[src/rtl/mic_pkg.sv]
package mic_pkg;
    localparam int DW = 8;
    localparam int AW = 3;

    // core control register bit positions (software-visible layout)
    localparam int B_GIE  = 7;
    localparam int B_PEIE = 6;
    localparam int B_EN0  = 3;   // enables occupy B_EN0 .. B_EN0+NCORE-1
    localparam int NCORE  = 3;   // flags occupy 0 .. NCORE-1

    typedef enum logic [AW-1:0] {
        A_CTRL = 3'd0,
        A_PF1  = 3'd1,
        A_PF2  = 3'd2,
        A_PE1  = 3'd3,
        A_PE2  = 3'd4
    } mic_addr_e;

    typedef struct packed {
        logic [DW-1:0] val;
    } mic_reg_t;
endpackage

[src/rtl/mic_src_reg.sv]
module mic_src_reg
    import mic_pkg::*;
#(
    parameter logic [DW-1:0] IMPL   = 8'hFF,
    parameter bit            STICKY = 1'b1
) (
    input  logic          clk,
    input  logic          rst_n,
    input  logic          wr,
    input  logic [DW-1:0] wdata,
    input  logic [DW-1:0] set,
    output logic [DW-1:0] q
);
    mic_reg_t r_d, r_q;

    always_comb begin
        r_d = r_q;
        if (wr) r_d.val = wdata & IMPL;
        if (STICKY) r_d.val = r_d.val | (set & IMPL);
    end

    always_ff @(posedge clk) begin
        if (!rst_n) r_q <= '0;
        else        r_q <= r_d;
    end

    assign q = r_q.val;
endmodule

[src/rtl/mic_core_ctrl.sv]
module mic_core_ctrl
    import mic_pkg::*;
(
    input  logic          clk,
    input  logic          rst_n,
    input  logic          wr,
    input  logic [DW-1:0] wdata,
    input  logic [NCORE-1:0] ev_core,
    input  logic          irq_ack,
    input  logic          irq_ret,
    output logic [DW-1:0] q
);
    mic_reg_t c_d, c_q;

    always_comb begin
        c_d = c_q;
        if (wr) c_d.val = wdata;
        c_d.val[NCORE-1:0] = c_d.val[NCORE-1:0] | ev_core;
        if (irq_ret) c_d.val[B_GIE] = 1'b1;
        if (irq_ack) c_d.val[B_GIE] = 1'b0;
    end

    always_ff @(posedge clk) begin
        if (!rst_n) c_q <= '0;
        else        c_q <= c_d;
    end

    assign q = c_q.val;
endmodule

[src/rtl/mic_req_merge.sv]
module mic_req_merge
    import mic_pkg::*;
(
    input  logic [DW-1:0] ctrl,
    input  logic [DW-1:0] pf1,
    input  logic [DW-1:0] pe1,
    input  logic [DW-1:0] pf2,
    input  logic [DW-1:0] pe2,
    output logic          core_hit,
    output logic          per_hit,
    output logic          irq
);
    always_comb begin
        core_hit = |(ctrl[NCORE-1:0] & ctrl[B_EN0 +: NCORE]);
        per_hit  = (|(pf1 & pe1)) | (|(pf2 & pe2));
        irq      = ctrl[B_GIE] & (core_hit | (ctrl[B_PEIE] & per_hit));
    end
endmodule

[src/rtl/maskable_irq_ctrl.sv]
module maskable_irq_ctrl
    import mic_pkg::*;
#(
    parameter logic [7:0] P1_IMPL = 8'h4F,
    parameter logic [7:0] P2_IMPL = 8'h88
) (
    input  logic       clk,
    input  logic       rst_n,
    input  logic       ev_tmr,
    input  logic       ev_ext,
    input  logic       ev_chg,
    input  logic [7:0] ev_per1,
    input  logic [7:0] ev_per2,
    input  logic       reg_wr,
    input  logic [2:0] reg_addr,
    input  logic [7:0] reg_wdata,
    output logic [7:0] reg_rdata,
    input  logic       irq_ack,
    input  logic       irq_ret,
    output logic       irq
);
    localparam int NPREG = 4;   // pf1, pf2, pe1, pe2 at addresses 1..4

    logic [DW-1:0] ctrl_q;
    logic [DW-1:0] preg_q [NPREG];
    logic [DW-1:0] preg_set [NPREG];
    logic          core_hit;
    logic          per_hit;

    assign preg_set[0] = ev_per1;
    assign preg_set[1] = ev_per2;
    assign preg_set[2] = '0;
    assign preg_set[3] = '0;

    mic_core_ctrl u_core (
        .clk     (clk),
        .rst_n   (rst_n),
        .wr      (reg_wr && (reg_addr == A_CTRL)),
        .wdata   (reg_wdata),
        .ev_core ({ev_tmr, ev_ext, ev_chg}),
        .irq_ack (irq_ack),
        .irq_ret (irq_ret),
        .q       (ctrl_q)
    );

    for (genvar g = 0; g < NPREG; g++) begin : g_preg
        localparam logic [DW-1:0] MASK = (g % 2 == 0) ? P1_IMPL : P2_IMPL;
        localparam bit            STK  = (g < 2);
        mic_src_reg #(.IMPL(MASK), .STICKY(STK)) u_reg (
            .clk   (clk),
            .rst_n (rst_n),
            .wr    (reg_wr && (reg_addr == AW'(g + 1))),
            .wdata (reg_wdata),
            .set   (preg_set[g]),
            .q     (preg_q[g])
        );
    end

    mic_req_merge u_merge (
        .ctrl     (ctrl_q),
        .pf1      (preg_q[0]),
        .pe1      (preg_q[2]),
        .pf2      (preg_q[1]),
        .pe2      (preg_q[3]),
        .core_hit (core_hit),
        .per_hit  (per_hit),
        .irq      (irq)
    );

    always_comb begin
        case (reg_addr)
            A_CTRL:  reg_rdata = ctrl_q;
            A_PF1:   reg_rdata = preg_q[0];
            A_PF2:   reg_rdata = preg_q[1];
            A_PE1:   reg_rdata = preg_q[2];
            A_PE2:   reg_rdata = preg_q[3];
            default: reg_rdata = '0;
        endcase
    end
endmodule

[config.mk]
export PLATFORM = sky130hd
export DESIGN_NAME = maskable_irq_ctrl
export DESIGN_NICKNAME = d
export VERILOG_FILES = /design/src/rtl/mic_pkg.sv /design/src/rtl/mic_src_reg.sv /design/src/rtl/mic_core_ctrl.sv /design/src/rtl/mic_req_merge.sv /design/src/rtl/maskable_irq_ctrl.sv
export SDC_FILE = /design/constraint.sdc
export NUM_CORES = 1
export LEC_CHECK = 0
export ABC_CLOCK_PERIOD_IN_PS = 1900
export BUFFER_PORTS_ARGS = -buffer_cell sky130_fd_sc_hd__buf_2
export CAP_MARGIN = 20
export CORE_ASPECT_RATIO = 1.25
export CORE_MARGIN = 1
export CORE_UTILIZATION = 45
export CTS_BUF_LIST = sky130_fd_sc_hd__clkbuf_16
export CTS_CLUSTER_DIAMETER = 30
export DETAILED_ROUTE_END_ITERATION = 10
export HOLD_SLACK_MARGIN = 0.1
export PLACE_DENSITY = 0.8
export SYNTH_ARGS = -nofsm -noshare
export SYNTH_HDL_FRONTEND = slang
export SYNTH_SLANG_ARGS = --single-unit
export TNS_END_PERCENT = 50
[constraint.sdc]
create_clock -name clk -period 1.9 [get_ports clk]
set_input_delay 0.095 -clock clk [delete_from_list [all_inputs] [get_ports clk]]
set_output_delay 0.095 -clock clk [all_outputs]
set_load 0.005 [all_outputs]
==> metrics.cfg, run 1 <==
[worst_setup_path]
cp.required_ns = 2.04
critical_path_peak_fanout = 16
reg2reg_depth = 3
start_kind = input pin
cp.arrival_ns = 1.64
crit_type = in2reg
end_kind = flip-flop

[job]
maxCapViolCount = 0

[sta]
setup_viol = 0
fin_crit_ns = 1.50
finalSetupTns_ns = 0
rsz0062_at_grt = no
fmax_mhz = 668
drv_slew = 0
hold_violations = 0
worstMarginPinSlew_ns = 0.422
finClkSkew_ns = 0
max_slew_margin_pct = 71.7
post-route-period-util_pct = 78.8

[power_and_ir_drop]
p_sw_share_pct = 22.4
p_int_mw = 0.863
ir_worst_vdd_mv = 0.554
netSwitchingPower_mw = 0.250
power_frac_seq_pct = 45.1
p_comb_share_pct = 14.7
clockPowerShare_pct = 40.2
p_leak_nw = 0.685
powerDensity_mw_per_mm2 = 708

[global_routing]
antenna_found_initial = 0
grt_max_degree = 23
grt_pass1_vias = 963
grt_first_pass_wirelength_um = 4230
track_usage_pct = 21.1
grt-ovfl-total = 0

[layout]
num_antenna_cells = 0
num-nets-final = 194
layout_commonest_cell = buf_2
drive_gt1_share_pct = 34.2
fin_cells = 191
area_delta_synth_final_pct = 31.2
most-common-layout-cells = buf_2 (34), dfxtp_1 (22), mux2i_1 (17), dlygate4sd3_1 (12)

[floorplan]
die_w_um = 48.1
core_mm2 = 0.00248
dieHeight_um = 59.7
io_pins = 44
die_area_mm2 = 0.00287
fp-row-count = 20
initial_core_util_pct = 48.3

[hold_path]
hp-class = in2reg
min_delay_path_depth = 3

[synthesis]
yosys_warnings = 0
synth_top_cell_by_area = dfxtp_1
synth_top_area_share_pct = 36.8
syn_inst = 114
synth.avg_cell_area_um2 = 10.5
ys_seq_elements = 22
synth.cell_area_mm2 = 0.00120
ys_top_cells_by_area = dfxtp_1 (37%), mux2i_1 (14%), mux2_2 (7.5%)
syn_nets = 149
synth-seq-area-share_pct = 36.8
yosys.cell_types.count = 28

[clock_network]
cts_setup_buffers = 0
worstSkewPairLatency_ns = 0.26
clockBufferDepth = 2
cts-buffers-inserted = 3
clock-sinks = 22
clk_pin_slew_ns = 0.06
root_buffer = clkbuf_16
htree_levels = 1
cts_tree = built

[drt]
avgViaCountPerCell = 5.30
drc = 0
routed_wl_um = 2640
dr_total_vias = 1012
drt-wirelength-per-cell_um = 13.8
dr.pass1.iters = 4
ant_nets = 0
dr.first_iter.drc_count = 22

[outcome]
status = complete, no violations

[place]
dp.cells = 175
gp_congestion = 0.794
hpwl_um = 1950
io_buffers = 34

registers in the layout (all words and copies together) (netlist names):
| signal | count |
|---|---|
| g_preg.u_reg.q | 14 |
| u_core.q | 8 |
worst max-delay path: stages:
cell and delay (ns):
buf_2 0.19, nor4b_2 0.28, buf_4 0.24, mux2i_1 0.20
a21oi_1 0.07, dlygate4sd3_1 0.55
power groups by stage:
stage	Sequential [mW]	Combinational [mW]	Clock [mW]
detailed placement	0.512	0.145	0
global route	0.505	0.180	0.470
global placement	0.511	0.139	0
floorplan	0.505	0.0993	0
CTS	0.502	0.165	0.449
finish	0.502	0.164	0.447
per-stage QoR:
step	hold WS, ns	area, µm²	utilization [%]	worst slack [ns]	power (mW)
global route	0.110	1570	63.4	0.304	1.15
floorplan	0.219	1200	-	0.691	0.604
finish	0.102	1570	63.4	0.402	1.11
detailed placement	0.307	1370	55.4	0.492	0.657
global placement	0.302	1370	55.4	0.500	0.649
CTS	0.103	1570	63.4	0.396	1.12
per-layer routing:
layer	part of all wire, %	GRT usage, %	up-vias
li1	-	-	508
met1	41	26.2	474
met2	53	34.2	26
met3	4.5	3.02	4
met4	1.6	11.1	0
met5	0	0	-
cells in the mapped netlist:
cell type  count
dfxtp_1       22
mux2i_1       17
nor2b_1       11
o21a_1        11
mux2_2         8
nor2_1         6
a2bb2oi_1      4
a22oi_1        3
and2_1         3
clkbuf_1       3
inv_1          3
mux2_4         3
a222oi_1       2
and4bb_2       2
buf_2          2
buf_6          2
a21boi_0       1
a21oi_1        1
a31o_2         1
a31oi_1        1
and3b_1        1
and4bb_4       1
nand2b_1       1
nand3b_1       1
nand4b_1       1
nor3_1         1
nor4b_2        1
o22ai_1        1
worst paths after layout:
kind              slack (ns)                   end                 start
setup / recovery        0.40           u_core.q[7]           reg_addr[1]
hold / removal          0.10           u_core.q[5]          reg_wdata[5]
setup reg to reg        0.71           u_core.q[7]           u_core.q[7]
hold reg to reg         0.55  g_preg[2].u_reg.q[2]  g_preg[2].u_reg.q[2]
cell type report:
type                    count  area [µm²]
clock inverters             1        3.75
well taps                  33        41.3
inverters                   3        11.3
clock buffers               3        75.1
flip-flops and latches     22         440
multi-input cells          82         702
fillers                   188         906
repair buffers             47         298
kinds of logic (layout without fill, tap and decap cells):
| group | count (synthesis) | after routing | synth area share, % |
|---|---|---|---|
| buffers and inverters | 10 | 54 | 4.60 |
| and+or+nand+nor | 29 | 29 | 16.9 |
| DFF | 22 | 22 | 36.8 |
| muxes | 28 | 28 | 25.5 |
| AOI/OAI and AO/OA | 25 | 25 | 16.2 |
timing repair:
item,CTS,global route
gates resized for setup,0,0
endpoints found under the hold margin,11,0
hold buffers,12,0
Power figures use the tool's default switching activity.
==> inputs of run 2 (changes only) <==
Settings changed: ABC_CLOCK_PERIOD_IN_PS 1900 to 1400.
Clock period 1.9 ns to 1.4 ns, I/O delays scaled along.
==> metrics.cfg, run 2 (synthesis gave the netlist of run 1 again) <==
[floorplan]
core_mm2 = 0.00248
io_pins = 44
dieHeight_um = 59.7
die_area_mm2 = 0.00287
fp-row-count = 20
initial_core_util_pct = 48.3
die_w_um = 48.1

[clock_network]
clockBufferDepth = 2
clk_pin_slew_ns = 0.06
cts_tree = built
root_buffer = clkbuf_16
cts-buffers-inserted = 3
worstSkewPairLatency_ns = 0.26
htree_levels = 1
clock-sinks = 22

[layout]
n_fill_cell = 192
most-common-layout-cells = buf_2 (34), dfxtp_1 (20), mux2i_1 (17), dlygate4sd3_1 (14)
drive_gt1_share_pct = 38.0
seq_area_um2 = 443
layout_commonest_cell = buf_2
largest_reg_flops = 14
fin_cells = 199
num_antenna_cells = 0
fin_area_mm2 = 0.00164
multiInputGateArea_um2 = 706
area_delta_synth_final_pct = 37.2
num-nets-final = 202

[drt]
met2WireLength_um = 1550
drt-wirelength-per-cell_um = 14.8
avgViaCountPerCell = 5.35
drt-met1-wl_um = 1210
drc = 0
wl_met3_um = 98
dr_total_vias = 1064
dr.first_iter.drc_count = 30
ant_nets = 0
dr.pass1.iters = 4
routed_wl_um = 2940
highest-signal-layer = met4

[global_routing]
grt_max_degree = 23
track_usage_pct = 24.3
grt_pass1_vias = 1081
grt-ovfl-total = 0
grt_first_pass_wirelength_um = 4800
antenna_found_initial = 0

[sta]
drv_slew = 0
max_slew_margin_pct = 75.7
hold_violations = 0
finClkSkew_ns = 0
whs_ns = 0.107
post-route-period-util_pct = 99.7
rsz0062_at_grt = yes
fin_crit_ns = 1.40
setup_viol = 0
fmax_mhz = 716
finalSetupTns_ns = 0
worstMarginPinSlew_ns = 0.364

[worst_setup_path]
slowest_delay_ns = 0.35
worstPathCellList = a222oi_1, a31o_2, a21boi_2, buf_2
critical_path_peak_fanout = 2
end_kind = output port
crit_family = compound AO/OA/AOI/OAI gates
start_kind = flip-flop
crit_type = reg2out
ff2ff_setup_slack_ns = 0.52
critPathBufInv = 1
slowest_stage = a222oi_1
cp.required_ns = 1.33
cp.arrival_ns = 1.33

[place]
io_buffers = 34
dpl-instance-area_mm2 = 0.00141
hpwl_um = 2020
gp_congestion = 0.798
dp.cells = 180

[power_and_ir_drop]
power_frac_seq_pct = 44.6
p_sw_share_pct = 22.5
ir_worst_vdd_mv = 0.684
powerDensity_mw_per_mm2 = 931
p_int_mw = 1.18
power_mw = 1.53
netSwitchingPower_mw = 0.344
p_comb_share_pct = 15.7
clockPowerShare_pct = 39.7
p_leak_nw = 0.722

[outcome]
status = complete, no violations

[hold_path]
hp-class = in2reg

[job]
maxCapViolCount = 0

-- run 2: cell types whose count changed in the layout (fill, tap and decap cells not counted) --
cell           before  now
a21boi_0            1    0
a21boi_2            0    1
buf_4               1    7
dfxtp_1            22   20
dfxtp_2             0    2
dlygate4sd3_1      12   14
-- run 2: metrics by stage --
stage	setup slack [ns]	util, %
2_1_floorplan	0.216	-
3_3_place_gp	0.136	56.9
3_5_place_dp	0.0879	56.9
4_1_cts	-0.00248	66.1
5_1_grt	-0.0752	66.3
6_report	0.00415	66.3
-- run 2: layout make-up --
cell class	instances	area share, %
Clock inverter	1	0.228
Sequential cell	22	27.0
Inverter	3	0.685
Tap cell	33	2.51
Timing Repair Buffer	55	22.1
Multi-Input combinational cell	82	43.0
Clock buffer	3	4.57
-- run 2: worst paths after layout --
path | from | endpoint | depth (start not counted)
max | g_preg[3].u_reg.q[7] | irq | 4
min | reg_wdata[2] | g_preg[2].u_reg.q[2] | 3
max reg2reg | u_core.q[1] | u_core.q[1] | 2
min reg2reg | g_preg[3].u_reg.q[3] | g_preg[3].u_reg.q[3] | 2
-- run 2: per-layer routing --
metal	GRT usage (%)	vias to the layer above
li1	-	524
met1	29.7	503
met5	0	-
met3	3.02	7
met4	13.5	0
met2	39.8	30
-- run 2: timing repair --
action                     in CTS  in global routing
hold buffers                   14                  0
hold endpoints to repair       13                  0
setup endpoints to repair       1                  1
pin swaps                       3                  0
resized for setup               2                  2
buffers inserted                1                  0
-- run 2: worst reg2reg max path, stage by stage (launching register included) --
cell and delay [ns]:
dfxtp_1 0.34, mux2_4 0.27, o21a_1 0.17
-- run 2: power by group through the flow --
| stage | sequential (mW) | clock (mW) | combinational (mW) |
|---|---|---|---|
| floorplan | 0.685 | 0 | 0.135 |
| finish | 0.682 | 0.606 | 0.240 |
| CTS | 0.682 | 0.616 | 0.239 |
| detailed placement | 0.695 | 0 | 0.207 |
| global route | 0.686 | 0.638 | 0.262 |
| global placement | 0.693 | 0 | 0.197 |
==> inputs of run 3 (changes only) <==
Settings changed: PLACE_DENSITY 0.8 to 0.77, SYNTH_HIERARCHICAL from default to 1.
==> metrics.cfg, run 3 <==
[outcome]
status = complete, but fails checks
violations = setup timing

[drt]
routed_wl_um = 3770
drt-wirelength-per-cell_um = 15.4
dr.first_iter.drc_count = 37
drc = 0
avgViaCountPerCell = 5.36
ant_nets = 0
dr_total_vias = 1309
dr.pass1.iters = 4

[layout]
drive_gt1_share_pct = 38.2
area_delta_synth_final_pct = 26.0
layout_commonest_cell = buf_2
most-common-layout-cells = buf_2 (34), conb_1 (18), dfxtp_1 (18), dlygate4sd3_1 (14), nor2b_1 (13)
fin_area_mm2 = 0.00195
fin_cells = 244
n_fill_cell = 282
num-nets-final = 243
num_antenna_cells = 0
largest_reg_flops = 14

[synthesis]
synth.cell_area_mm2 = 0.00155
yosys_warnings = 6
syn_inst = 154
synth.avg_cell_area_um2 = 10.0

[clock_network]
htree_levels = 1
cts-buffers-inserted = 3
cts_tree = built
clock-sinks = 22
root_buffer = clkbuf_16
worstSkewPairLatency_ns = 0.26
clk_pin_slew_ns = 0.06
clockBufferDepth = 2

[worst_setup_path]
critical_path_peak_fanout = 2
cp.required_ns = 1.33
crit_type = reg2out
cp.arrival_ns = 1.45
end_kind = output port
start_kind = flip-flop

[power_and_ir_drop]
p_comb_share_pct = 20.8
power_frac_seq_pct = 42.0
powerDensity_mw_per_mm2 = 835
p_leak_nw = 0.823
netSwitchingPower_mw = 0.399
clockPowerShare_pct = 37.1
p_int_mw = 1.23
ir_worst_vdd_mv = 0.869
p_sw_share_pct = 24.5

[place]
place_worst_setup_slack_ns = 0.0733
dpl-instance-area_mm2 = 0.00172
io_buffers = 34
gp_congestion = 0.851
hpwl_um = 2610
dp.cells = 225

[hold_path]
hp-class = in2reg

[sta]
setup_viol = 2
worstMarginPinSlew_ns = 0.642
max_slew_margin_pct = 57.1
rsz0062_at_grt = yes
setup_slack_ns = -0.122
fin_crit_ns = 1.52
finClkSkew_ns = 0
whs_ns = 0.0965
fmax_mhz = 657
post-route-period-util_pct = 109
drv_slew = 0
hold_violations = 0

[floorplan]
die_area_mm2 = 0.00368
core_mm2 = 0.00325
die_w_um = 54.4
dieHeight_um = 67.5
io_pins = 44
fp-row-count = 23
initial_core_util_pct = 47.6

[global_routing]
grt_pass1_vias = 1291
grt_first_pass_wirelength_um = 6120
track_usage_pct = 23.7
grt_max_degree = 23
grt-ovfl-total = 0
antenna_found_initial = 0

[job]
maxCapViolCount = 0

-- run 3: critical path: stages, from the launching register on --
cell and delay [ns]:
dfxtp_2 0.32, a22o_1 0.25, a221oi_2 0.19, nand4_1 0.11, a22o_1 0.20, buf_2 0.12
-- run 3: what timing repair did --
item / in CTS / in global routing
gates resized for setup: 3 / 1
pin swaps: 3 / 1
endpoints found under the setup margin: 1 / 2
hold buffers: 14 / 0
endpoints found under the hold margin: 13 / 0
setup buffers: 1 / 0
-- run 3: layer usage --
metal	share of wire, %	global-route usage (%)	up-vias
li1	-	-	655
met1	43	28.9	614
met2	52	40.7	29
met3	2.9	2.70	11
met4	2.6	10.3	0
met5	0	0	-
-- run 3: final cells by class --
cell class              instances  area (µm²)  share of cell area (%)
clock inverters                 1        3.75                   0.193
clock buffers                   3        75.1                    3.85
repair buffers                 60         400                    20.6
multi-input cells             119         970                    49.8
well taps                      37        46.3                    2.38
inverters                       2        7.51                   0.385
flip-flops and latches         22         445                    22.9
-- run 3: worst paths after layout --
kind                                            from                    to  slack, ns  depth (start not counted)
worst max-delay path            g_preg[2].u_reg/q[0]                   irq      -0.12                          5
worst min-delay path                    reg_wdata[6]  g_preg[2].u_reg/q[6]        0.1                          3
worst max register to register  g_preg[0].u_reg/q[2]  g_preg[0].u_reg/q[2]       0.52                          2
worst min register to register  g_preg[2].u_reg/q[1]  g_preg[2].u_reg/q[1]       0.52                          2
-- run 3: power groups by stage --
stage	Clock, mW	Combinational (mW)	Sequential, mW
after floorplan	0	0.226	0.687
after global placement	0	0.291	0.696
after detailed placement	0	0.295	0.696
after CTS	0.611	0.328	0.684
after global routing	0.635	0.371	0.687
final	0.604	0.339	0.684
-- run 3: per-stage QoR --
| stage | utilization [%] | power, mW | setup TNS (ns) |
|---|---|---|---|
| 3_3_place_gp | 52.8 | 0.987 | 0 |
| 4_1_cts | 59.9 | 1.62 | -0.145 |
| 3_5_place_dp | 52.8 | 0.992 | 0 |
| 5_1_grt | 59.9 | 1.69 | -0.237 |
| 6_report | 59.9 | 1.63 | -0.163 |
| 2_1_floorplan | - | 0.913 | 0 |
